[config.mk]
export PLATFORM = sky130hd
export DESIGN_NAME = row_hit_scanner
export DESIGN_NICKNAME = d
export VERILOG_FILES = /design/src/rtl/rhs_pkg.sv /design/src/rtl/rhs_expand.sv /design/src/rtl/rhs_find2.sv /design/src/rtl/rhs_datamux.sv /design/src/rtl/row_hit_scanner.sv
export SDC_FILE = /design/constraint.sdc
export NUM_CORES = 2
export LEC_CHECK = 0
export CAP_MARGIN = 10
export CORE_AREA = 2 2 466 468
export DETAILED_ROUTE_END_ITERATION = 12
export DIE_AREA = 0 0 468 470
export DONT_BUFFER_PORTS = 1
export PLACE_DENSITY = 0.32
export SYNTH_ARGS = -nofsm -noshare
export SYNTH_HDL_FRONTEND = slang
export SYNTH_SLANG_ARGS = --single-unit
[constraint.sdc]
create_clock -name clk -period 19 [get_ports clk]
set_input_delay 5.7 -clock clk [delete_from_list [all_inputs] [get_ports clk]]
set_output_delay 5.7 -clock clk [all_outputs]
set_load 0.005 [all_outputs]
[src/rtl/rhs_pkg.sv]
// Package: shared types for the dual-hit row scanner.
// Assumes nothing beyond IEEE 1800-2017 packages.
package rhs_pkg;
    // Scanner control state: waiting for a row, or working through one.
    typedef enum logic {
        ST_IDLE = 1'b0,
        ST_SCAN = 1'b1
    } scan_state_t;
endpackage

[src/rtl/rhs_expand.sv]
// Module: rhs_expand
// Widens each flagged channel to its direct left and right neighbours when
// enabled. Assumes NCH >= 2. The two edge channels have only one neighbour
// each, so nothing wraps around the row.
module rhs_expand #(
    parameter int NCH = 128
) (
    input  logic           nbr_en,
    input  logic [NCH-1:0] hits,
    output logic [NCH-1:0] marked
);
    // One mark per channel: own flag, or a flagged neighbour when enabled.
    for (genvar g = 0; g < NCH; g++) begin : g_ch
        if (g == 0) begin : g_low_edge
            assign marked[g] = hits[g] | (nbr_en & hits[g+1]);
        end else if (g == NCH-1) begin : g_high_edge
            assign marked[g] = hits[g] | (nbr_en & hits[g-1]);
        end else begin : g_mid
            assign marked[g] = hits[g] | (nbr_en & (hits[g-1] | hits[g+1]));
        end
    end
endmodule

[src/rtl/rhs_find2.sv]
// Module: rhs_find2
// Finds the lowest and the second-lowest set bits of a vector and encodes
// their positions. It also returns a mask of both bits so the caller can
// clear them. Purely combinational. Assumes NCH is a power of two or that
// its indices fit in $clog2(NCH) bits.
module rhs_find2 #(
    parameter int NCH = 128,
    localparam int IW = $clog2(NCH)
) (
    input  logic [NCH-1:0] vec,
    output logic           first_ok,
    output logic [IW-1:0]  first_idx,
    output logic           second_ok,
    output logic [IW-1:0]  second_idx,
    output logic [NCH-1:0] taken
);
    logic [NCH-1:0] iso0;
    logic [NCH-1:0] rest;
    logic [NCH-1:0] iso1;

    // Isolate the lowest set bit, strip it, then isolate the next one.
    assign iso0 = vec & (~vec + NCH'(1));
    assign rest = vec & ~iso0;
    assign iso1 = rest & (~rest + NCH'(1));

    assign first_ok  = |vec;
    assign second_ok = |rest;
    assign taken     = iso0 | iso1;

    // Encode the one-hot isolated bits into channel indices.
    always_comb begin
        first_idx  = '0;
        second_idx = '0;
        for (int i = 0; i < NCH; i++) begin
            if (iso0[i]) first_idx  = IW'(i);
            if (iso1[i]) second_idx = IW'(i);
        end
    end
endmodule

[src/rtl/rhs_datamux.sv]
// Module: rhs_datamux
// Selects one channel's data word from the flattened row data by index.
// Assumes the index is below NCH; channel k lives at bits [k*DW +: DW].
module rhs_datamux #(
    parameter int NCH = 128,
    parameter int DW  = 8,
    localparam int IW = $clog2(NCH)
) (
    input  logic [NCH*DW-1:0] row_data,
    input  logic [IW-1:0]     sel,
    output logic [DW-1:0]     word
);
    // Indexed part-select of the chosen channel's word.
    assign word = row_data[int'(sel)*DW +: DW];
endmodule

[src/rtl/row_hit_scanner.sv]
// Module: row_hit_scanner (top)
// Self-triggered scanner. It loads a row's flag vector, optionally widened
// to neighbours, into a working copy. It reports up to two channels per
// cycle in ascending order on two valid/ready ports, and clears them from
// the copy once both valid ports accept. row_done pulses in the cycle the
// last channels are accepted, or in the first scan cycle of an empty row.
// Assumes the row source keeps row_valid, row_hits, row_data and nbr_en
// stable from the offer until row_done, and treats row_done as its pop.
module row_hit_scanner #(
    parameter int NCH = 128,
    parameter int DW  = 8,
    localparam int IW = $clog2(NCH)
) (
    input  logic              clk,
    input  logic              rst_n,
    input  logic              row_valid,
    input  logic              nbr_en,
    input  logic [NCH-1:0]    row_hits,
    input  logic [NCH*DW-1:0] row_data,
    output logic              p0_valid,
    input  logic              p0_ready,
    output logic [IW-1:0]     p0_idx,
    output logic [DW-1:0]     p0_data,
    output logic              p1_valid,
    input  logic              p1_ready,
    output logic [IW-1:0]     p1_idx,
    output logic [DW-1:0]     p1_data,
    output logic              row_done
);
    import rhs_pkg::*;

    scan_state_t    state_q;
    logic [NCH-1:0] work_q;
    logic [NCH-1:0] marked;
    logic [NCH-1:0] taken;
    logic [NCH-1:0] remaining;
    logic           f0_ok, f1_ok;
    logic           scanning, stall, step;

    rhs_expand #(.NCH(NCH)) u_expand (
        .nbr_en (nbr_en),
        .hits   (row_hits),
        .marked (marked)
    );

    rhs_find2 #(.NCH(NCH)) u_find (
        .vec        (work_q),
        .first_ok   (f0_ok),
        .first_idx  (p0_idx),
        .second_ok  (f1_ok),
        .second_idx (p1_idx),
        .taken      (taken)
    );

    rhs_datamux #(.NCH(NCH), .DW(DW)) u_mux0 (
        .row_data (row_data),
        .sel      (p0_idx),
        .word     (p0_data)
    );

    rhs_datamux #(.NCH(NCH), .DW(DW)) u_mux1 (
        .row_data (row_data),
        .sel      (p1_idx),
        .word     (p1_data)
    );

    // Step control: advance only when every valid port is accepted.
    always_comb begin
        scanning  = (state_q == ST_SCAN);
        p0_valid  = scanning & f0_ok;
        p1_valid  = scanning & f1_ok;
        stall     = (p0_valid & ~p0_ready) | (p1_valid & ~p1_ready);
        step      = scanning & ~stall;
        remaining = work_q & ~taken;
        row_done  = step & ~(|remaining);
    end

    // State and working copy: load on offer, clear accepted bits on step.
    always_ff @(posedge clk) begin
        if (!rst_n) begin
            state_q <= ST_IDLE;
            work_q  <= '0;
        end else if (state_q == ST_IDLE) begin
            if (row_valid) begin
                state_q <= ST_SCAN;
                work_q  <= marked;
            end
        end else if (step) begin
            work_q <= remaining;
            if (~(|remaining)) state_q <= ST_IDLE;
        end
    end
endmodule

==> summary.md <==
| Metric | Value |
|---|---|
| Drt pass-1 iters | `6` |
| Fin. Hold Viols | `0` |
| Tightest Pin Transition | `approximately 1.5 ns` |
| Setup bufs post-CTS | `0` |
| Max cap viols | `1` |
| Synth area leader | `mux2i_1` |
| Crit path buf inv count | `2` |
| Vias in the first global route | `between 40000 and 50000` |
| Clk sinks | `about 130` |
| Syn_nets | `approximately 6400` |
| GRT Util Overall | `27.6%` |
| DIE HEIGHT | `470 um` |
| Drt wl/cell | `roughly 40 um` |
| Final Skew | `~0.023 ns` |
| Clock slew at reported path FFs | `0.07 ns` |
| Layout cells sized above 1 | `~11%` |
| Commonest cells post-synth | `nor2_1, mux2i_1, nand2_1, a21oi_1, o21ai_0` |
| Net Sw Frac | `62.6%` |
| CTS resizes | `0` |
| Final Setup Violations | `0` |
| Final wirelength | `321000 um` |
| Synth Area per Inst | `about 6.6 um2` |
| DRC | `0` |
| Count leader, synth | `nor2_1` |
| Net switching power | `about 2.8 mW` |
| Gpl congestion | `1.01` |
| Failing checks | `max-capacitance violations, max-slew violations` |
| Total negative slack | `0 ns` |
| Core ar. | `0.216 mm2` |
| FMAX | `about 0.06 GHz` |
| Total Power | `between 4 and 5 mW` |
| Worst setup EP type | `primary output` |
| Row Count | `around 170` |
| Worst EP arrival | `roughly 11 ns` |
| Full die area | `0.220 mm2` |
| DRT iter0 DRCs | `approximately 4800` |
| Minimum clock period | `16.70 ns` |
| Status | `complete, but fails checks` |
| Worst-path cell chain | `nor4_2 > buf_4 > and4_1 > nand2_1 > maj3_1 > nor4_1 > nand4_1 > nor3b_2 > nand4_1 > nand2b_4 > a211o_1 > o21a_1 > a21oi_4 > buf_4 > a221oi_1 > o21ai_0 > o21ai_0 > or4_1 > a22o_1 > a31oi_1` |
| Worst VDD drop | `around 75 uV` |
| Hold Path Stages | `2` |
| Startpoint types | `register` |
| Fin crit share | `87.9%` |
| Synth Flop Type | `dfxtp_1` |
| Slowest cell delay on critical path | `a little over 1 ns` |
| Worst-Skew Late Latency | `just over 0.5 ns` |
| Synth top area cells | `mux2i_1, mux2_2, dfxtp_1, a21oi_1, nor2_1` |
| DR vias | `44700` |
| Synth top area share | `between 10% and 20%` |
| Internal power | `about 1.7 mW` |
| P&R area growth vs syn | `10.5%` |
| CTS Hold Buffers Added | `0` |
| Clk buf depth | `2` |
| Worst-path maximum fanout | `35` |
| Family with the most delay on the worst path | `simple AND/OR/NAND/NOR gates` |
| Mapped Area | `0.0348 mm2` |
| Slew headroom | `-1.33%` |
| CTS root buffer | `clkbuf_16` |
| Post-synthesis sequential area ratio | `7.43%` |
| Remaining Overflow, GRT | `0` |
| Global-route wire length before repair | `413000 um` |
| Hold Crit Class | `reg2reg` |
| Detail Route Antenna Nets | `0` |
| Largest net degree at the start of global routing | `roughly 130` |
| DR vias/cell | `5.70` |
| DP HPWL | `260000 um` |
| Pwr dens | `about 120 mW/mm2` |
| Nets | `6059` |
| R2R depth | `16` |
| Slew Limit Fails | `2` |
| CTS H-tree depth | `4` |
| Lkg Pwr | `~14 nW` |
| Asr flop ratio synth | `0%` |
| Post-Syn Instances | `around 5200` |
| Share of power burned in registers | `8.4%` |
| Crit path max-delay cell type | `nor3b_2` |
| Cell variety after synth | `approximately 110` |
| CP required | `about 13 ns` |
| Antenna violations before repair | `100` |
| Yosys reg bits | `between 100 and 150` |
| I/O pin count | `~1200` |
| CP Depth | `20` |
| Power share of the clock group | `around 8.6%` |
| Num CTS Buffers | `17` |
| I/O Buffers | `0` |
| Kind of critical path | `reg2out` |
| RSZ-0062 raised after global routing | `false` |
| Number of enable flip-flop cells after synthesis | `0` |
| Width of the die | `approximately 470 um` |
| Gate power share | `83.0%` |
| Syn. warnings | `0` |
| Initial Util | `between 10% and 20%` |
| TritonCTS clock tree | `yes` |
[tightest hold or removal path, stage by stage, from the launching register on]
cell and delay (ns):
dfxtp_1 0.37, nand2_1 0.08, a21oi_1 0.05
[worst paths after layout]
| check | startpoint | endpoint | slack [ns] |
|---|---|---|---|
| setup / recovery | work_q[0] | p1_data[7] | 2.30 |
| hold / removal | work_q[122] | work_q[122] | 0.55 |
| setup reg to reg | work_q[43] | scanning | 10.10 |
| hold reg to reg | work_q[122] | work_q[122] | 0.55 |
[per-layer routing]
metal / track usage [%] / up-vias / wire [um]
met1: 33.7 / 22600 / 129000
li1: - / 19400 / -
met2: 43.9 / 2340 / 144000
met4: 11.3 / 54 / 14500
met3: 9.71 / 387 / 32500
met5: 0 / - / 369
[sequential cells by signal (all words and copies together) (netlist names)]
signal	count
scanning	1
work_q	128
[stage by stage]
step | instance area (um2) | hold WS [ns] | utilization [%] | instances | worst slack [ns]
after floorplan | 34800 | 0.455 | - | 5244 | 6.41
after global placement | 37500 | 0.523 | 17.4 | 7730 | 3.11
after detailed placement | 37500 | 0.524 | 17.4 | 7733 | 3.09
after CTS | 38200 | 0.544 | 17.7 | 7765 | 2.52
after global routing | 38300 | 0.568 | 17.8 | 7822 | 2.05
final | 38400 | 0.549 | 17.8 | 7856 | 2.30
[kinds of logic (layout without fill, tap and decap cells)]
family                     count (synthesis)  after routing  synth area share (%)
AOI/OAI and AO/OA                       1708           1708                  32.2
adders and majority gates                 18             18                 0.518
muxes                                    857            857                  25.6
other                                      0             88                     0
and+or+nand+nor                         1965           1965                  27.0
buffers and inverters                    560            230                  7.02
xor gates and xnor gates                   7              7                 0.176
DFF                                      129            129                  7.43
[power by group through the flow]
stage	Clock, mW	Sequential [mW]	Combinational (mW)
4_1_cts	0.392	0.370	3.66
5_1_grt	0.400	0.378	3.89
3_5_place_dp	0	0.377	3.65
3_3_place_gp	0	0.377	3.65
6_report	0.383	0.375	3.70
2_1_floorplan	0	0.319	2.24
[cell usage in the layout, fill, tap and decap left out, drive strengths merged, types with 68 or more instances in the layout]
master / instances
nand2: 591
buf: 130
mux2i: 592
nand3: 213
a21oi: 467
diode: 88
nor2: 618
dfxtp: 129
nor3: 99
nor4: 111
a211oi: 190
o21ai: 378
mux2: 265
inv: 68
a221oi: 141
[layout make-up]
class	count	area [um2]
timing repair buffer	131	1210
tap	2854	3570
antenna	88	220
clock inverter	11	151
multi-input combinational	4555	29900
clock buffer	21	470
inverter	67	265
sequential	129	2590
fill	24900	177000
Power figures use the tool's default switching activity.
